<file path="src/rtl/repeater_link_pkg.sv">
package repeater_link_pkg;
  typedef enum logic [1:0] {
    LM_SLEEP  = 2'd0,
    LM_DETECT = 2'd1,
    LM_ACTIVE = 2'd2
  } link_mode_e;
endpackage

</file>
<file path="src/rtl/rlc_sync.sv">
module rlc_sync #(
  parameter int STAGES = 2
) (
  input  logic clk,
  input  logic arst_n,
  input  logic d,
  output logic q
);
  logic [STAGES-1:0] chain_q;

  always_ff @(posedge clk or negedge arst_n) begin
    if (!arst_n) chain_q <= '0;
    else         chain_q <= {chain_q[STAGES-2:0], d};
  end

  assign q = chain_q[STAGES-1];
endmodule

</file>
<file path="src/rtl/rlc_det_sched.sv">
module rlc_det_sched #(
  parameter int NCH        = 2,
  parameter int DET_PERIOD = 16
) (
  input  logic           clk,
  input  logic           rst_n,
  input  logic           run,
  input  logic [NCH-1:0] rsp_valid,
  input  logic [NCH-1:0] rsp_found,
  output logic [NCH-1:0] req,
  output logic [NCH-1:0] found
);
  localparam int CW = $clog2(DET_PERIOD + 1);
  localparam logic [CW-1:0] RELOAD = CW'(DET_PERIOD - 1);

  logic [CW-1:0]  cnt_q, cnt_d;
  logic [NCH-1:0] pend_q;
  logic [NCH-1:0] found_q;
  logic           fire;

  assign fire = run && (cnt_q == '0) && (pend_q == '0);
  assign req  = fire ? ~found_q : '0;

  always_comb begin
    cnt_d = cnt_q;
    if (!run)                cnt_d = '0;
    else if (fire)           cnt_d = RELOAD;
    else if (cnt_q != '0)    cnt_d = cnt_q - 1'b1;
  end

  always_ff @(posedge clk or negedge rst_n) begin
    if (!rst_n) cnt_q <= '0;
    else        cnt_q <= cnt_d;
  end

  for (genvar g = 0; g < NCH; g++) begin : g_ch
    logic pend_d, found_d;

    always_comb begin
      pend_d  = pend_q[g];
      found_d = found_q[g];
      if (!run) begin
        pend_d  = 1'b0;
        found_d = 1'b0;
      end else begin
        if (req[g])                      pend_d = 1'b1;
        else if (rsp_valid[g])           pend_d = 1'b0;
        if (pend_q[g] && rsp_valid[g] && rsp_found[g]) found_d = 1'b1;
      end
    end

    always_ff @(posedge clk or negedge rst_n) begin
      if (!rst_n) begin
        pend_q[g]  <= 1'b0;
        found_q[g] <= 1'b0;
      end else begin
        pend_q[g]  <= pend_d;
        found_q[g] <= found_d;
      end
    end
  end

  assign found = found_q;
endmodule

</file>
<file path="src/rtl/repeater_link_ctrl.sv">
module repeater_link_ctrl
  import repeater_link_pkg::*;
#(
  parameter int NCH        = 2,
  parameter int DET_PERIOD = 16,
  parameter int SYNC_STG   = 2
) (
  input  logic           clk,
  input  logic           rst_n,
  input  logic           mode_rst_n,
  input  logic           det_en,
  input  logic [NCH-1:0] det_valid,
  input  logic [NCH-1:0] det_found,
  output logic [NCH-1:0] det_req,
  output logic [NCH-1:0] term_hiz,
  output logic [NCH-1:0] tx_oe,
  output logic           cable_disc,
  output logic [1:0]     mode_o
);
  logic       rst_int_n;
  logic       mrst_s;
  logic       mrst_prev_q;
  logic       mrst_rise;
  link_mode_e st_q, st_d;
  logic [NCH-1:0] found;

  rlc_sync #(.STAGES(SYNC_STG)) u_por_sync (
    .clk(clk), .arst_n(rst_n), .d(1'b1), .q(rst_int_n)
  );

  rlc_sync #(.STAGES(SYNC_STG)) u_mrst_sync (
    .clk(clk), .arst_n(rst_int_n), .d(mode_rst_n), .q(mrst_s)
  );

  always_ff @(posedge clk or negedge rst_int_n) begin
    if (!rst_int_n) mrst_prev_q <= 1'b0;
    else            mrst_prev_q <= mrst_s;
  end

  assign mrst_rise = mrst_s && !mrst_prev_q;

  rlc_det_sched #(.NCH(NCH), .DET_PERIOD(DET_PERIOD)) u_sched (
    .clk       (clk),
    .rst_n     (rst_int_n),
    .run       (st_q == LM_DETECT),
    .rsp_valid (det_valid),
    .rsp_found (det_found),
    .req       (det_req),
    .found     (found)
  );

  always_comb begin
    st_d = st_q;
    if (!mrst_s) begin
      st_d = LM_SLEEP;
    end else begin
      case (st_q)
        LM_SLEEP:  if (mrst_rise) st_d = det_en ? LM_DETECT : LM_ACTIVE;
        LM_DETECT: if (&found)    st_d = LM_ACTIVE;
        LM_ACTIVE: st_d = LM_ACTIVE;
        default:   st_d = LM_SLEEP;
      endcase
    end
  end

  always_ff @(posedge clk or negedge rst_int_n) begin
    if (!rst_int_n) st_q <= LM_SLEEP;
    else            st_q <= st_d;
  end

  for (genvar g = 0; g < NCH; g++) begin : g_out
    assign term_hiz[g] = (st_q == LM_SLEEP) || ((st_q == LM_DETECT) && !found[g]);
    assign tx_oe[g]    = (st_q == LM_ACTIVE);
  end

  assign cable_disc = (st_q == LM_DETECT) && (found == '0);
  assign mode_o     = st_q;
endmodule

</file>
<file path="config.mk">
export PLATFORM = sky130hd
export DESIGN_NAME = repeater_link_ctrl
export DESIGN_NICKNAME = d
export VERILOG_FILES = /design/src/rtl/repeater_link_pkg.sv /design/src/rtl/rlc_sync.sv /design/src/rtl/rlc_det_sched.sv /design/src/rtl/repeater_link_ctrl.sv
export SDC_FILE = /design/constraint.sdc
export NUM_CORES = 1
export LEC_CHECK = 0
export BUFFER_PORTS_ARGS = -buffer_cell sky130_fd_sc_hd__buf_2
export CELL_PAD_IN_SITES_DETAIL_PLACEMENT = 1
export CELL_PAD_IN_SITES_GLOBAL_PLACEMENT = 1
export CORE_ASPECT_RATIO = 1.1
export CORE_MARGIN = 2
export CORE_UTILIZATION = 39
export DETAILED_ROUTE_END_ITERATION = 8
export GPL_TIMING_DRIVEN = 0
export PLACE_DENSITY = 0.74
export RECOVER_POWER = 50
export SLEW_MARGIN = 20
export SYNTH_ARGS = -nofsm -noshare
export SYNTH_HDL_FRONTEND = slang
export SYNTH_HIERARCHICAL = 1
export SYNTH_SLANG_ARGS = --single-unit
export TNS_END_PERCENT = 1
</file>
<file path="constraint.sdc">
create_clock -name clk -period 3.2 [get_ports clk]
set_clock_uncertainty 0.15 [all_clocks]
set_input_delay 0.8 -clock clk [delete_from_list [all_inputs] [get_ports clk]]
set_output_delay 0.8 -clock clk [all_outputs]
set_load 0.005 [all_outputs]
</file>
After elaboration in Yosys (flattened, before gate mapping) --
Index checks and enable logic that the tools add are counted.
Storage, ports and cells: register bits 16, input bits 8, output and inout bits 9, logic and storage cells 61
Cells by class: add/sub/neg operators 1, eq/ne operators 9, mux-type cells 19, bitwise gates (word level) 1, reductions and logical operators 22
Operator list (number):
- $mux 5 | 3
- $ne 3x3->1 const B | 5
- $logic_and 1x1->1 | 10
- $mux 1 | 10
- $mux 2 | 5
- $logic_not 2->1 | 3
- $pmux 2 s3 | 1
- $logic_not 5->1 | 1
- $reduce_bool 5->1 | 1
- $sub 5x1->5 const B | 1
- $ne 2x2->1 const B | 2
- $reduce_and 2->1 | 2
- $logic_not 1->1 | 3
- $eq 2x1->1 const B | 1
- $eq 2x2->1 const B | 1
- $logic_or 1x1->1 | 2
- $not 2->2 | 1

Depth between registers and ports, before layout --
depth after elaboration 6, depth in mapped cells 6, gate-level depth less buffers 5

Modules after synthesis --
The synthesis kept the hierarchy.
By module, submodules not included:
- rlc_det_sched | instances 1, cells each 43, area an instance 424.2 µm², sequential area each 225.2 µm²
- repeater_link_ctrl | instances 1, cells each 26, area an instance 234.0 µm², sequential area each 75.1 µm²
- rlc_sync | instances 2, cells each 2, area an instance 50.0 µm², sequential area each 50.0 µm²

Least setup slack after synthesis --
No wires, ideal clock.
path kind flip-flop to output port, start point register u_sched.cnt_q[0], end point output port det_req[0], data arrival time 1707 ps, required time 2250 ps, setup slack 543 ps, stages on the path, launching flop included 7, cells stage by stage dfrtp_1 -> inv_1 -> ha_1 -> or4b_1 -> clkbuf_2 -> or4_1 -> nor2_1
On the way: word-level cells in the longest chain between the ends 4
Ends and longest elaborated chain:
- start: declaration | line rlc_det_sched.sv:16 | logic [CW-1:0] cnt_q, cnt_d;
- start signal: assignment | line rlc_det_sched.sv:33 | else cnt_q <= cnt_d;
- $logic_not 5->1 | line rlc_det_sched.sv:21 | assign fire = run && (cnt_q == '0) && (pend_q == '0);
- $logic_and 1x1->1 (2 in a row) | line rlc_det_sched.sv:21
- $mux 2 | line rlc_det_sched.sv:22 | assign req = fire ? ~found_q : '0;
- end: declaration | line repeater_link_ctrl.sv:14 | output logic [NCH-1:0] det_req,
Every way passes these cells.

Final worst setup path --
start point register u_sched.cnt_q[1], end point output port det_req[0]
The elaborated chain is that of the path after synthesis.

==> results.toml <==
[timing]
tightest_slew_ns = 0.540
setup_viol = 0
period_needed_ns = 3.11
worst_slack_ns = 0.0884
period_share_pct = 97.2
hold_viol = 0
setup_tns_ns = 0
fmax_mhz = 321
drv_slew = 0
slew_headroom_pct = 64.0

[floorplan]
dieHeight_um = 50.2
coreArea_mm2 = 0.00180
rows = 16
dieWidth_um = 46.0
start_util_pct = 42.1
ios = 17
die_area_mm2 = 0.00231

[power_and_ir_drop]
p_sw_share_pct = 35.7
cellLeakagePower_nw = 0.469
intPower_mw = 0.494
power.switching_mw = 0.274
pwr-share-clk_pct = 17.0
power_density_mw_per_mm2 = 839
ir_worst_vdd_mv = 0.364
p_comb_share_pct = 46.3
power_frac_seq_pct = 36.7

[yosys]
ys.warnings.count = 6
synth_nets = 86
synth_edf_count = 0
synthCells = 73
yosysTopAreaCellShare_pct = 52.8
synthDistinctLibCells = 25
synth_area_um2 = 758
synth_seq_cells = 16
synth_area_leader_cell = "dfrtp_1"
synth_area_leaders = "dfrtp_1, ha_1, inv_1"
ys.flop_type = "dfrtp_1"
ys_seq_area_share_pct = 52.8
syn_area_per_cell_um2 = 10.4
async_flop_share_pct = 100

[worst_setup_path]
worst_ep_arrival_time_ns = 2.16
cp-start-kind = "flop"
critPathCaptureType = "output pin"
crit_required_ns = 2.25
r2r-start = "u_sched/cnt_q[1]"
worstReg2RegEnd = "u_sched/pend_q[1]"
regToRegSetupSlack_ns = 1.18
path_max_fanout = 9
crit_type = "flop to output pin"
reg2reg_depth = 6

[routing]
viasPerCell = 5.35
wl_per_cell_um = 13.4
drt_iter0_markers = 4
drc_errors = 0
ant_nets = 0
firstDrtPassIters = 2
via_count = 599
routed_wl_um = 1500

[clocking]
clk_pin_slew_worst_paths_ns = 0.09
cts_tree = "yes"
clkLatencyLatePin_ns = 0.28
clock_path_buffers = 2
h-tree-depth = 1
cts_buffers = 3
clock-sinks = 16
holdBufCountCts = 0
clockRootBuffer = "clkbuf_4"

[layout]
syn2layout_area_growth_pct = 20.8
diodes = 0
layout.cells.most_common = "dfrtp_1"
final_layout_size_suffix_gt1_share_pct = 25.5
final_nets = 108
final_cell_mix = "dfrtp_1, buf_2, inv_1"

[placed_design]
preCtsSetupSlack_ns = 0.348
portBuffers = 16
gp_congestion = 0.681
hpwl_um = 1150

[global_route]
grt_pass1_wl_um = 2790
grt_pass1_vias = 614
grt_max_degree = 15
grt_use_total_pct = 16.8
grt_antenna_before_repair = 0
grt-ovfl-total = 0

[status]
run_status = "finished, final reports clean"

[worst_hold_path]
min_path_type = "flop to async pin"

[job]
cap_violations = 0
## registers in the layout, indices dropped and copies added, names as in the netlist
register             cells
u_sched/pend_q           2
u_sched/cnt_q            5
u_mrst_sync/chain_q      2
u_por_sync/chain_q       2
u_sched/found            2
mrst_prev_q              1
mode_o                   2
## kinds of logic (layout without fill, tap and decap cells)
kind of cell	after synthesis	count (layout)	share of synthesized area, %
AND/OR/NAND/NOR	24	24	16.8
flip-flops	16	16	52.8
multiplexers	2	2	2.64
adder cells (fa/ha/maj)	5	5	8.25
other	1	1	0.495
AO/OA/AOI/OAI	14	14	12.2
buffers and inverters	10	31	5.61
XOR/XNOR	1	1	1.16
## critical path, stage by stage (launching register included)
cell,delay [ns]
dfrtp_1,0.41
inv_1,0.07
ha_2,0.17
or4b_4,0.46
buf_6,0.15
or4_1,0.42
nor2_1,0.10
buf_2,0.12
## how the worst max path moves through the flow
| stage | from | endpoint | slack (ns) | cells past startpoint |
|---|---|---|---|---|
| finish | u_sched/cnt_q[1] | det_req[0] | 0.09 | 7 |
| global route | u_sched/cnt_q[1] | det_req[0] | -0.01 | 7 |
| CTS | u_sched/cnt_q[0] | det_req[0] | 0.02 | 7 |
| detailed placement | u_sched/cnt_q[0] | det_req[0] | 0.35 | 7 |
| global placement | u_sched/cnt_q[0] | det_req[0] | 0.38 | 7 |
| floorplan | u_sched/cnt_q[0] | det_req[0] | 0.54 | 6 |
## cell usage after synthesis, types with 2 or more instances
library cell   n
dfrtp_1       16
inv_1          8
nor2_1         6
ha_1           5
a21oi_1        4
nand2_1        4
nand2b_1       4
nor3_1         3
or4_1          3
a211oi_1       2
a31oi_1        2
mux2i_1        2
nor2b_1        2
## power groups by stage
stage / Combinational [mW] / Clock, mW / Sequential (mW)
after floorplan: 0.227 / 0 / 0.278
after global placement: 0.315 / 0 / 0.287
after detailed placement: 0.320 / 0 / 0.289
after CTS: 0.323 / 0.136 / 0.285
after global routing: 0.407 / 0.148 / 0.291
final: 0.356 / 0.130 / 0.282
## metal layers
layer,share of wire (%),vias to the layer above,GRT usage [%]
met5,0,-,0
met4,1.5,0,7.14
met3,3.0,2,3.60
met2,53,8,26.9
met1,42,299,21.2
li1,-,290,-
## timing repair
action,in CTS,in global routing
setup endpoints to repair,0,2
buffers inserted,0,1
gates resized for setup,0,6
## final cells by class
cell class,count,area [um2]
fillers,220,886
flip-flops and latches,16,400
multi-input cells,47,322
repair buffers,17,86.3
clock buffers,4,36.3
inverters,8,30.0
well taps,18,22.5
plain buffers,2,18.8
## stage by stage
step                power, mW  utilization (%)  instance area, um2  cells  hold WS [ns]
floorplan               0.506                -                 758     73        0.0235
global placement        0.601             47.8                 861    107        0.0974
detailed placement      0.609             47.8                 861    107        0.0966
CTS                     0.744             49.8                 897    111         0.103
global route            0.846             50.8                 916    112         0.129
finish                  0.769             50.8                 916    112        0.0751
No activity file was read; power rests on OpenSTA's default activity.
